[config.mk]
export PLATFORM = sky130hd
export DESIGN_NAME = gpio_bank_ctrl
export DESIGN_NICKNAME = d
export VERILOG_FILES = /design/src/rtl/gpio_bank_pkg.sv /design/src/rtl/gpio_pin_sync.sv /design/src/rtl/gpio_edge_status.sv /design/src/rtl/gpio_bank_irq.sv /design/src/rtl/gpio_regfile.sv /design/src/rtl/gpio_bank_ctrl.sv
export SDC_FILE = /design/constraint.sdc
export NUM_CORES = 1
export LEC_CHECK = 0
export ABC_AREA = 0
export BUFFER_PORTS_ARGS = -buffer_cell sky130_fd_sc_hd__buf_2
export CORE_MARGIN = 5
export CORE_UTILIZATION = 38
export CTS_CLUSTER_SIZE = 20
export DETAILED_ROUTE_END_ITERATION = 12
export GPL_TIMING_DRIVEN = 0
export PLACE_DENSITY_LB_ADDON = 0.15
export SLEW_MARGIN = 20
export SYNTH_ARGS = -nofsm -noshare
export SYNTH_HDL_FRONTEND = slang
export SYNTH_SLANG_ARGS = --single-unit
export TNS_END_PERCENT = 5
[constraint.sdc]
create_clock -name clk -period 1.94 [get_ports clk]
set_input_delay 0.097 -clock clk [delete_from_list [all_inputs] [get_ports clk]]
set_output_delay 0.097 -clock clk [all_outputs]
set_load 0.1 [all_outputs]
[src/rtl/gpio_bank_pkg.sv]
package gpio_bank_pkg;
  localparam int ADDR_W = 6;

  localparam logic [ADDR_W-1:0] A_BANK_EN  = 6'h08;
  localparam logic [ADDR_W-1:0] A_DIR      = 6'h10;
  localparam logic [ADDR_W-1:0] A_OUT      = 6'h14;
  localparam logic [ADDR_W-1:0] A_OUT_SET  = 6'h18;
  localparam logic [ADDR_W-1:0] A_OUT_CLR  = 6'h1C;
  localparam logic [ADDR_W-1:0] A_LEVEL    = 6'h20;
  localparam logic [ADDR_W-1:0] A_RISE_SET = 6'h24;
  localparam logic [ADDR_W-1:0] A_RISE_CLR = 6'h28;
  localparam logic [ADDR_W-1:0] A_FALL_SET = 6'h2C;
  localparam logic [ADDR_W-1:0] A_FALL_CLR = 6'h30;
  localparam logic [ADDR_W-1:0] A_STATUS   = 6'h34;
endpackage

[src/rtl/gpio_pin_sync.sv]
module gpio_pin_sync #(
  parameter int W = 32
) (
  input  logic         clk,
  input  logic         rst,
  input  logic [W-1:0] pin_raw,
  output logic [W-1:0] lvl,
  output logic [W-1:0] lvl_prev
);
  logic [W-1:0] meta_q;
  logic [W-1:0] sync_q;
  logic [W-1:0] prev_q;

  always_ff @(posedge clk) begin
    if (rst) begin
      meta_q <= '0;
      sync_q <= '0;
      prev_q <= '0;
    end else begin
      meta_q <= pin_raw;
      sync_q <= meta_q;
      prev_q <= sync_q;
    end
  end

  assign lvl      = sync_q;
  assign lvl_prev = prev_q;
endmodule

[src/rtl/gpio_edge_status.sv]
module gpio_edge_status #(
  parameter int W = 32
) (
  input  logic         clk,
  input  logic         rst,
  input  logic [W-1:0] lvl,
  input  logic [W-1:0] lvl_prev,
  input  logic [W-1:0] rise_en,
  input  logic [W-1:0] fall_en,
  input  logic [W-1:0] clr_mask,
  output logic [W-1:0] stat
);
  logic [W-1:0] stat_q;
  logic [W-1:0] hit;

  // Per-pin detector; a fresh edge overrides a same-cycle clear.
  for (genvar i = 0; i < W; i++) begin : g_pin
    always_comb begin
      hit[i] = (rise_en[i] & lvl[i] & ~lvl_prev[i]) |
               (fall_en[i] & ~lvl[i] & lvl_prev[i]);
    end

    always_ff @(posedge clk) begin
      if (rst)
        stat_q[i] <= 1'b0;
      else if (hit[i])
        stat_q[i] <= 1'b1;
      else if (clr_mask[i])
        stat_q[i] <= 1'b0;
    end
  end

  assign stat = stat_q;
endmodule

[src/rtl/gpio_bank_irq.sv]
module gpio_bank_irq #(
  parameter int W      = 32,
  parameter int BANK_W = 16,
  localparam int NBANK = W / BANK_W
) (
  input  logic             clk,
  input  logic             rst,
  input  logic [W-1:0]     stat,
  input  logic [NBANK-1:0] bank_en,
  output logic [NBANK-1:0] irq
);
  logic [NBANK-1:0] irq_q;

  for (genvar b = 0; b < NBANK; b++) begin : g_bank
    always_ff @(posedge clk) begin
      if (rst)
        irq_q[b] <= 1'b0;
      else
        irq_q[b] <= bank_en[b] & (|stat[b*BANK_W +: BANK_W]);
    end
  end

  assign irq = irq_q;
endmodule

[src/rtl/gpio_regfile.sv]
module gpio_regfile
  import gpio_bank_pkg::*;
#(
  parameter int W     = 32,
  parameter int NBANK = 2
) (
  input  logic              clk,
  input  logic              rst,
  input  logic              bus_req,
  input  logic              bus_we,
  input  logic [ADDR_W-1:0] bus_addr,
  input  logic [W-1:0]      bus_wdata,
  output logic [W-1:0]      bus_rdata,
  input  logic [W-1:0]      lvl,
  input  logic [W-1:0]      stat,
  output logic [W-1:0]      dir,
  output logic [W-1:0]      out,
  output logic [W-1:0]      rise_en,
  output logic [W-1:0]      fall_en,
  output logic [NBANK-1:0]  bank_en,
  output logic [W-1:0]      stat_clr
);
  logic wr;
  logic rd;
  logic [W-1:0] rd_mux;
  logic [W-1:0] dir_q, out_q, rise_q, fall_q, rdata_q;
  logic [NBANK-1:0] ben_q;

  assign wr = bus_req & bus_we;
  assign rd = bus_req & ~bus_we;

  always_ff @(posedge clk) begin
    if (rst) begin
      dir_q  <= '1;
      out_q  <= '0;
      rise_q <= '0;
      fall_q <= '0;
      ben_q  <= '0;
    end else if (wr) begin
      unique case (bus_addr)
        A_DIR:      dir_q  <= bus_wdata;
        A_OUT:      out_q  <= bus_wdata;
        A_OUT_SET:  out_q  <= out_q | bus_wdata;
        A_OUT_CLR:  out_q  <= out_q & ~bus_wdata;
        A_RISE_SET: rise_q <= rise_q | bus_wdata;
        A_RISE_CLR: rise_q <= rise_q & ~bus_wdata;
        A_FALL_SET: fall_q <= fall_q | bus_wdata;
        A_FALL_CLR: fall_q <= fall_q & ~bus_wdata;
        A_BANK_EN:  ben_q  <= bus_wdata[NBANK-1:0];
        default: ;
      endcase
    end
  end

  assign stat_clr = (wr && bus_addr == A_STATUS) ? bus_wdata : '0;

  always_comb begin
    rd_mux = '0;
    unique case (bus_addr)
      A_BANK_EN:              rd_mux = {{(W-NBANK){1'b0}}, ben_q};
      A_DIR:                  rd_mux = dir_q;
      A_OUT, A_OUT_SET,
      A_OUT_CLR:              rd_mux = out_q;
      A_LEVEL:                rd_mux = lvl;
      A_RISE_SET, A_RISE_CLR: rd_mux = rise_q;
      A_FALL_SET, A_FALL_CLR: rd_mux = fall_q;
      A_STATUS:               rd_mux = stat;
      default:                rd_mux = '0;
    endcase
  end

  always_ff @(posedge clk) begin
    if (rst)
      rdata_q <= '0;
    else
      rdata_q <= rd ? rd_mux : '0;
  end

  assign bus_rdata = rdata_q;
  assign dir       = dir_q;
  assign out       = out_q;
  assign rise_en   = rise_q;
  assign fall_en   = fall_q;
  assign bank_en   = ben_q;
endmodule

[src/rtl/gpio_bank_ctrl.sv]
module gpio_bank_ctrl
  import gpio_bank_pkg::*;
#(
  parameter int NPINS  = 32,
  parameter int BANK_W = 16,
  localparam int NBANK = NPINS / BANK_W
) (
  input  logic              clk,
  input  logic              rst,
  input  logic              bus_req,
  input  logic              bus_we,
  input  logic [ADDR_W-1:0] bus_addr,
  input  logic [NPINS-1:0]  bus_wdata,
  output logic [NPINS-1:0]  bus_rdata,
  input  logic [NPINS-1:0]  pin_in,
  output logic [NPINS-1:0]  pin_out,
  output logic [NPINS-1:0]  pin_oe,
  output logic [NBANK-1:0]  irq_bank
);
  logic [NPINS-1:0] lvl, lvl_prev;
  logic [NPINS-1:0] dir_q, out_q, rise_en, fall_en, stat_q, stat_clr;
  logic [NBANK-1:0] bank_en;

  gpio_pin_sync #(.W(NPINS)) u_sync (
    .clk(clk), .rst(rst), .pin_raw(pin_in), .lvl(lvl), .lvl_prev(lvl_prev)
  );

  gpio_regfile #(.W(NPINS), .NBANK(NBANK)) u_regs (
    .clk(clk), .rst(rst),
    .bus_req(bus_req), .bus_we(bus_we), .bus_addr(bus_addr),
    .bus_wdata(bus_wdata), .bus_rdata(bus_rdata),
    .lvl(lvl), .stat(stat_q),
    .dir(dir_q), .out(out_q), .rise_en(rise_en), .fall_en(fall_en),
    .bank_en(bank_en), .stat_clr(stat_clr)
  );

  gpio_edge_status #(.W(NPINS)) u_edge (
    .clk(clk), .rst(rst), .lvl(lvl), .lvl_prev(lvl_prev),
    .rise_en(rise_en), .fall_en(fall_en), .clr_mask(stat_clr), .stat(stat_q)
  );

  gpio_bank_irq #(.W(NPINS), .BANK_W(BANK_W)) u_irq (
    .clk(clk), .rst(rst), .stat(stat_q), .bank_en(bank_en), .irq(irq_bank)
  );

  assign pin_out = out_q;
  assign pin_oe  = ~dir_q;
endmodule

==> run metrics, run 1 <==
clock latency reported for the late side of the worst-skew pair=between 0.5 and 0.6 ns; area of the die=roughly 35000 um2; type of element capturing the critical path=flop; worst-path fanout max=10; Final WS setup=~0.057 ns; Final min period=1.88 ns; crit start category=primary input; pin count of the biggest net entering global routing=15; half-perimeter wire length after detailed placement=roughly 28 mm; most used flip-flop cell after synthesis=dfxtp_1; number of vias per cell after detailed routing=~5.4; final worst-path cycle share=about 97%; number of antenna violations at the first check in global routing=5; total buffers and inverters traversed by the critical path=2; width of the die=186 um; most frequent cells in the layout=dfxtp_1, buf_2, nor2b_1; total overflow reported by the global router=0; total of endpoints with negative setup slack in the final report=0; worst reg-to-reg path cell count=2; global-route wire length before repair=59.5 mm; Num Clock Sinks=around 290; post-route core utilization=a little under half; Highest Clock Rate=around 530 MHz; critical path arrival=between 2 and 2.5 ns; I/O pin count=about 170; final wirelength=39.9 mm; Most Frequent Cell on Critical Path=clkbuf_1; mean instance size in the synthesized netlist=around 9.3 um2; slowest cell on the critical path=nor3_1; share of async-settable or async-resettable flops after synthesis=0%; Mapped Cells=approximately 1.3k; TritonRoute pass-1 iters=5; FF-to-FF End=u_irq.irq[0]$_SDFF_PP0_; max-cap check violation count=0; sequential fraction of the synthesis area=between 40% and 50%; Worst Tran Pin Value=0.956 ns; hold violation count in the final report=0; count of flip-flops with a built-in enable after synthesis=0; fraction of layout cells with a size suffix above 1=a little over an eighth; Setup Crit Path Kind=in -> reg; unrepaired setup endpoints after global routing=yes; wire length per cell after detailed routing=approximately 21 um; final-stage net count=~1.6k; launch instance of the worst register-to-register path=u_edge.stat[4]$_SDFFE_PP0P_; Unique masters post-synth=39; worst setup slack for register-to-register paths=between 0.4 and 0.5 ns; CTS tree=done; cts bufs inserted=30; die height=between 150 and 200 um; total number of yosys warnings=0; area growth from synthesis to layout=23.7%; gpl congestion=0.885; clock tree skew after final layout=around 0.013 ns; critical-path cell list=clkbuf_1, or3b_2, nor3_1, clkbuf_1, a211oi_1; path type of the worst min-delay path=in -> reg; result of the run=complete, no violations; Rows=64; area share of the largest cell type after synthesis=between 40 and 50%; flops & latches, synth=292; number of pins exceeding their max-slew limit in the final report=0; number of buffers on the longest clock path=3; vias after detailed routing=slightly above 10k; WP data required=around 2.3 ns; initial cell density of the core=38.4%; IO Port Bufs=roughly 140; number of violations reported at the end of detailed-routing iteration 0=approximately 740; netlist area before placement=11700 um2; residual antenna-violating net count after detailed routing=0; delay of the slowest critical-path stage=about 0.63 ns; Design Power=between 10 and 15 mW; core box area=roughly 30000 um2; leak pwr=between 5 and 6 nW; most common library cell in the layout ignoring fill and taps=dfxtp_1; remaining routing DRC violations=0; kind of cell adding the most delay to the critical path=simple AND/OR/NAND/NOR gates; pre-CTS worst setup slack=-0.636 ns; global-route total usage across every layer=~22%; clock transition at the register clock pins on the worst setup and hold paths after CTS=0.06 ns; CP startpoint=bus_addr[2]; number of fillers in the final layout=2986; largest area contributor in the synthesized netlist=dfxtp_1; post-CTS setup buffer count=0; Hold Worst Slack=roughly 0.10 ns; Post-Syn Nets=around 1.3k; max_slew headroom=36.3%; Worst path depth=5; leading cell types by total area after synthesis=dfxtp_1, nor2b_1, a21oi_1; worst vdd rail ir drop=about 0.61 mV; library cell used as clock root buffer=clkbuf_16; vias in the first global route=approximately 10k; depth of the CTS H-tree=1; power density over cell area=roughly 860 nW/um2
worst min-delay path: stages:
cell	delay, ns
buf_2	0.17
nor4_2	0.12
a211oi_1	0.22
per-stage QoR:
| step | cell area [um2] | instances | TNS (ns) |
|---|---|---|---|
| floorplan | 11700 | 1266 | 0 |
| global placement | 12900 | 1799 | -68.13 |
| detailed placement | 12900 | 1799 | -69.66 |
| CTS | 14500 | 1916 | 0 |
| global route | 14500 | 1917 | -0.0611 |
| finish | 14500 | 1917 | 0 |
cells in the mapped netlist, types with 2 or more instances:
cell	n
dfxtp_1	292
nor2b_1	128
clkbuf_1	116
a21oi_1	99
nor2_1	68
nand3b_1	65
a211oi_1	64
inv_1	64
nand2_1	36
o21ai_0	34
a211o_1	32
a22oi_1	32
a31oi_1	32
mux2i_1	32
o2bb2ai_1	32
o31a_1	32
o41ai_1	32
and2_1	30
buf_2	10
nor4_1	9
nand2b_1	3
a22o_1	2
a41oi_1	2
buf_1	2
or3_1	2
or3b_2	2
or4b_1	2
metal layers:
layer	track usage (%)	vias to the layer above	wire length (um)	part of all wire, %
met5	0	-	48	0.12
met4	6.70	8	1060	2.7
met3	3.54	84	2850	7.2
met2	37.1	361	18400	46
met1	30.3	4923	17500	44
li1	-	4965	-	-
final cells by class:
| type | instances | area, um2 | share of cell area [%] |
|---|---|---|---|
| clock inverters | 7 | 37.5 | 0.258 |
| well taps | 396 | 495 | 3.41 |
| clock buffers | 46 | 912 | 6.28 |
| diodes | 1 | 2.50 | 0.0172 |
| flip-flops and latches | 292 | 5850 | 40.2 |
| repair buffers | 201 | 1330 | 9.13 |
| multi-input cells | 782 | 5180 | 35.6 |
| inverters | 64 | 240 | 1.65 |
| plain buffers | 128 | 497 | 3.42 |
where the power goes:
group / leakage, nW / switching (mW) / internal [mW] / total (mW)
Combinational: 2.62 / 0.543 / 0.298 / 0.841
Sequential: 2.37 / 0.0515 / 6.09 / 6.14
Clock: 0.471 / 2.35 / 3.21 / 5.55
cells by family (layout without fill, tap and decap cells):
| family | after synthesis | in the layout | share of synthesized area [%] |
|---|---|---|---|
| and+or+nand+nor | 355 | 355 | 17.7 |
| buffers and inverters | 192 | 446 | 6.24 |
| xor gates and xnor gates | 1 | 1 | 0.0746 |
| muxes | 32 | 32 | 2.73 |
| AOI/OAI and AO/OA | 394 | 394 | 23.5 |
| DFF | 292 | 292 | 49.8 |
| other | 0 | 1 | 0 |
timing repair:
| item | in CTS | in global routing |
|---|---|---|
| endpoints found under the setup margin | 10 | 53 |
| gates resized for setup | 1 | 8 |
| endpoints found under the hold margin | 96 | 0 |
| cloned | 0 | 0 |
| hold buffers | 64 | 0 |
worst min-delay path by stage:
| stage | startpoint | to | slack, ns | cells after the start |
|---|---|---|---|---|
| 6_report | bus_addr[4] | flop | 0.10 | 3 |
| 5_1_grt | bus_addr[4] | flop | 0.11 | 3 |
| 4_1_cts | bus_addr[4] | flop | 0.08 | 3 |
| 3_5_place_dp | pin_in[23] | u_sync.meta_q[23]$_SDFF_PP0_ | 0.31 | 2 |
| 3_3_place_gp | pin_in[4] | u_sync.meta_q[4]$_SDFF_PP0_ | 0.31 | 2 |
| 2_1_floorplan | pin_in[0] | u_sync.meta_q[0]$_SDFF_PP0_ | 0.23 | 1 |
No activity file was read; power rests on OpenSTA's default activity.
==> run 2: changes to the inputs <==
--- a/config.mk
+++ b/config.mk
@@ -15,3 +15,3 @@
 export PLACE_DENSITY_LB_ADDON = 0.15
-export SLEW_MARGIN = 20
+export SLEW_MARGIN = 5
 export SYNTH_ARGS = -nofsm -noshare
==> constraint.sdc (replaced) <==
create_clock -name clk -period 1.94 [get_ports clk]
set_input_delay 0.388 -clock clk [delete_from_list [all_inputs] [get_ports clk]]
set_output_delay 0.388 -clock clk [all_outputs]
set_load 0.1 [all_outputs]
==> run metrics, run 2 (synthesis gave the netlist of run 1 again) <==
library cell used as clock root buffer=clkbuf_16 (unchanged); path type of the worst min-delay path=in -> reg (unchanged); fraction of layout cells with a size suffix above 1=15.6% (was 13.4%); most common library cell in the layout ignoring fill and taps=dfxtp_1 (unchanged); final wirelength=39.6 mm (was 39.9 mm); depth of the CTS H-tree=1 (unchanged); remaining routing DRC violations=0 (unchanged); met3 layer usage reported by global route=4.01% (was 3.54%); Comb pwr share=6.0% (was 6.7%); dpl cells=1799 (unchanged); number of violations reported at the end of detailed-routing iteration 0=729 (was 739); cell area after layout=14000 um2 (was 14500 um2); CTS tree=done (unchanged); cts bufs inserted=31 (was 30); worst vdd rail ir drop=0.664 mV (was 0.612 mV); routing usage on met1=30.3% (about the same); hold path start=pin_in[6] (was bus_addr[4]); TritonRoute pass-1 iters=5 (unchanged); crit start category=primary input (unchanged); Rows=64 (unchanged); worst-path fanout max=10 (unchanged); max-cap check violation count=0 (unchanged); total of endpoints with negative setup slack in the final report=5 (was 0); number of vias per cell after detailed routing=5.46 (was 5.39); number of pins exceeding their max-slew limit in the final report=0 (unchanged); clock tree skew after final layout=0.0203 ns (was 0.0130 ns); wire length per cell after detailed routing=21.3 um (was 20.8 um); area used by sequential logic in the layout=5850 um2 (unchanged); power density over cell area=900 nW/um2 (was 863 nW/um2); Worst Hold Path EP=u_sync.meta_q[6]$_SDFF_PP0_; Worst Tran Pin Value=0.853 ns (was 0.956 ns); number of antenna violations at the first check in global routing=5 (unchanged); max_slew headroom=43.1% (was 36.3%); hold violation count in the final report=0 (unchanged); vias after detailed routing=10.1k (was 10.3k); clock network fraction of design power=45.2% (was 44.3%); leak pwr=5.29 nW (was 5.46 nW); Num Clock Sinks=292 (unchanged); I/O pin count=172 (unchanged); total cell area at the placement stage=12900 um2 (about the same); IO Port Bufs=137 (unchanged); die height=186 um (unchanged); final-stage net count=1511 (was 1573); worst setup slack for register-to-register paths=0.53 ns (was 0.48 ns); WP data required=2.35 ns (was 2.34 ns); Int Pwr=9.62 mW (was 9.59 mW); type of element capturing the critical path=flop (unchanged); total overflow reported by the global router=0 (unchanged); Final WS setup=-0.0253 ns (was 0.0570 ns); critical path arrival=2.37 ns (was 2.28 ns); width of the die=186 um (unchanged); number of standard cells in the final layout excluding fillers=1856 (was 1917); clock latency reported for the late side of the worst-skew pair=0.56 ns (about the same); met2 layer usage reported by global route=36.5% (was 37.1%); clock transition at the register clock pins on the worst setup and hold paths after CTS=0.06 ns (about the same); launch instance of the worst register-to-register path=u_edge.stat[30]$_SDFFE_PP0P_ (was u_edge.stat[4]$_SDFFE_PP0P_); core box area=30600 um2 (unchanged); area growth from synthesis to layout=19.0% (was 23.7%); number of buffers on the longest clock path=3 (unchanged); number of fillers in the final layout=3004 (was 2986); Net Sw Frac=23.5% (about the same); pin count of the biggest net entering global routing=16 (was 15); vias in the first global route=9844 (was 10.0k); switching power total=2.96 mW (was 2.94 mW); area of the die=34500 um2 (unchanged); most frequent cells in the layout=dfxtp_1, buf_2, nor2b_1 (unchanged); Worst Hold Path Cells=2 (was 3); residual antenna-violating net count after detailed routing=0 (unchanged); TNS Setup=-0.0555 ns (was 0 ns); failing checks=setup timing; half-perimeter wire length after detailed placement=27.7 mm (was 27.6 mm); part of the total power dissipated in sequential elements=48.8% (was 49.0%); worst reg-to-reg path cell count=2 (unchanged); result of the run=finished, violations left (was complete, no violations); gpl congestion=0.867 (was 0.885); initial cell density of the core=38.4% (unchanged); busiest grt layer=met2 (unchanged); global-route total usage across every layer=22.4% (about the same); Setup Crit Path Kind=in -> reg (unchanged); unrepaired setup endpoints after global routing=yes (unchanged); final worst-path cycle share=101% (was 97.1%); Final min period=1.97 ns (was 1.88 ns); global-route wire length before repair=59.2 mm (was 59.5 mm); FF-to-FF End=u_irq.irq[1]$_SDFF_PP0_ (was u_irq.irq[0]$_SDFF_PP0_); footprint of the multi-input gates=5190 um2 (was 5180 um2); Highest Clock Rate=509 MHz (was 531 MHz)
-- run 2: critical path: stages --
cell,delay (ns)
buf_2,0.14
or4b_4,0.58
clkbuf_1,0.36
clkbuf_1,0.36
o41ai_1,0.44
a21oi_1,0.11
-- run 2: how the worst max path moves through the flow --
stage | end | from | depth (start not counted) | slack (ns)
2_1_floorplan | u_regs.bus_rdata[25]$_SDFF_PP0_ | bus_addr[2] | 6 | -0.05
3_3_place_gp | u_regs.bus_rdata[17]$_SDFF_PP0_ | bus_addr[2] | 6 | -0.79
3_5_place_dp | u_regs.bus_rdata[17]$_SDFF_PP0_ | bus_addr[2] | 6 | -0.83
4_1_cts | u_regs.out[24]$_SDFFE_PP0P_ | bus_addr[5] | 6 | 0.004
5_1_grt | u_regs.out[24]$_SDFFE_PP0P_ | bus_addr[5] | 6 | -0.1
6_report | u_regs.out[24]$_SDFFE_PP0P_ | bus_addr[5] | 6 | -0.03
-- run 2: area by class of cell --
cell class / instances / share of cell area, %
flip-flops and latches: 292 / 41.8
diodes: 2 / 0.0358
clock buffers: 46 / 6.45
clock inverters: 8 / 0.492
plain buffers: 128 / 3.83
well taps: 396 / 3.54
repair buffers: 138 / 4.96
multi-input cells: 782 / 37.2
inverters: 64 / 1.72
-- run 2: power groups by stage --
stage	clock, mW	combinational [mW]	sequential (mW)
6_report	5.69	0.748	6.14
5_1_grt	6.05	0.805	6.15
4_1_cts	5.80	0.741	6.14
3_5_place_dp	0	0.738	6.27
3_3_place_gp	0	0.734	6.27
2_1_floorplan	0	0.441	6.28
-- run 2: stage by stage --
| stage | power [mW] | hold slack, ns | utilization, % | setup slack (ns) |
|---|---|---|---|---|
| floorplan | 6.72 | 0.414 | - | -0.0515 |
| global placement | 7.01 | 0.418 | 42.3 | -0.792 |
| detailed placement | 7.01 | 0.423 | 42.3 | -0.829 |
| CTS | 12.7 | 0.0158 | 45.6 | 0.00378 |
| global route | 13.0 | 0.0244 | 45.7 | -0.0986 |
| finish | 12.6 | 0.0300 | 45.7 | -0.0253 |
-- run 2: what timing repair did --
action,CTS,global route
pin swaps,0,1
hold buffers,0,0
setup buffers,0,1
setup endpoints to repair,128,145
hold endpoints to repair,0,0
gates resized for setup,15,19
-- run 2: metal layers --
metal | up-vias | part of all wire (%) | wire length, um
li1 | 4858 | - | -
met1 | 4812 | 44 | 17400
met2 | 381 | 46 | 18100
met3 | 84 | 7.5 | 2970
met4 | 6 | 2.7 | 1080
met5 | - | 0.088 | 35
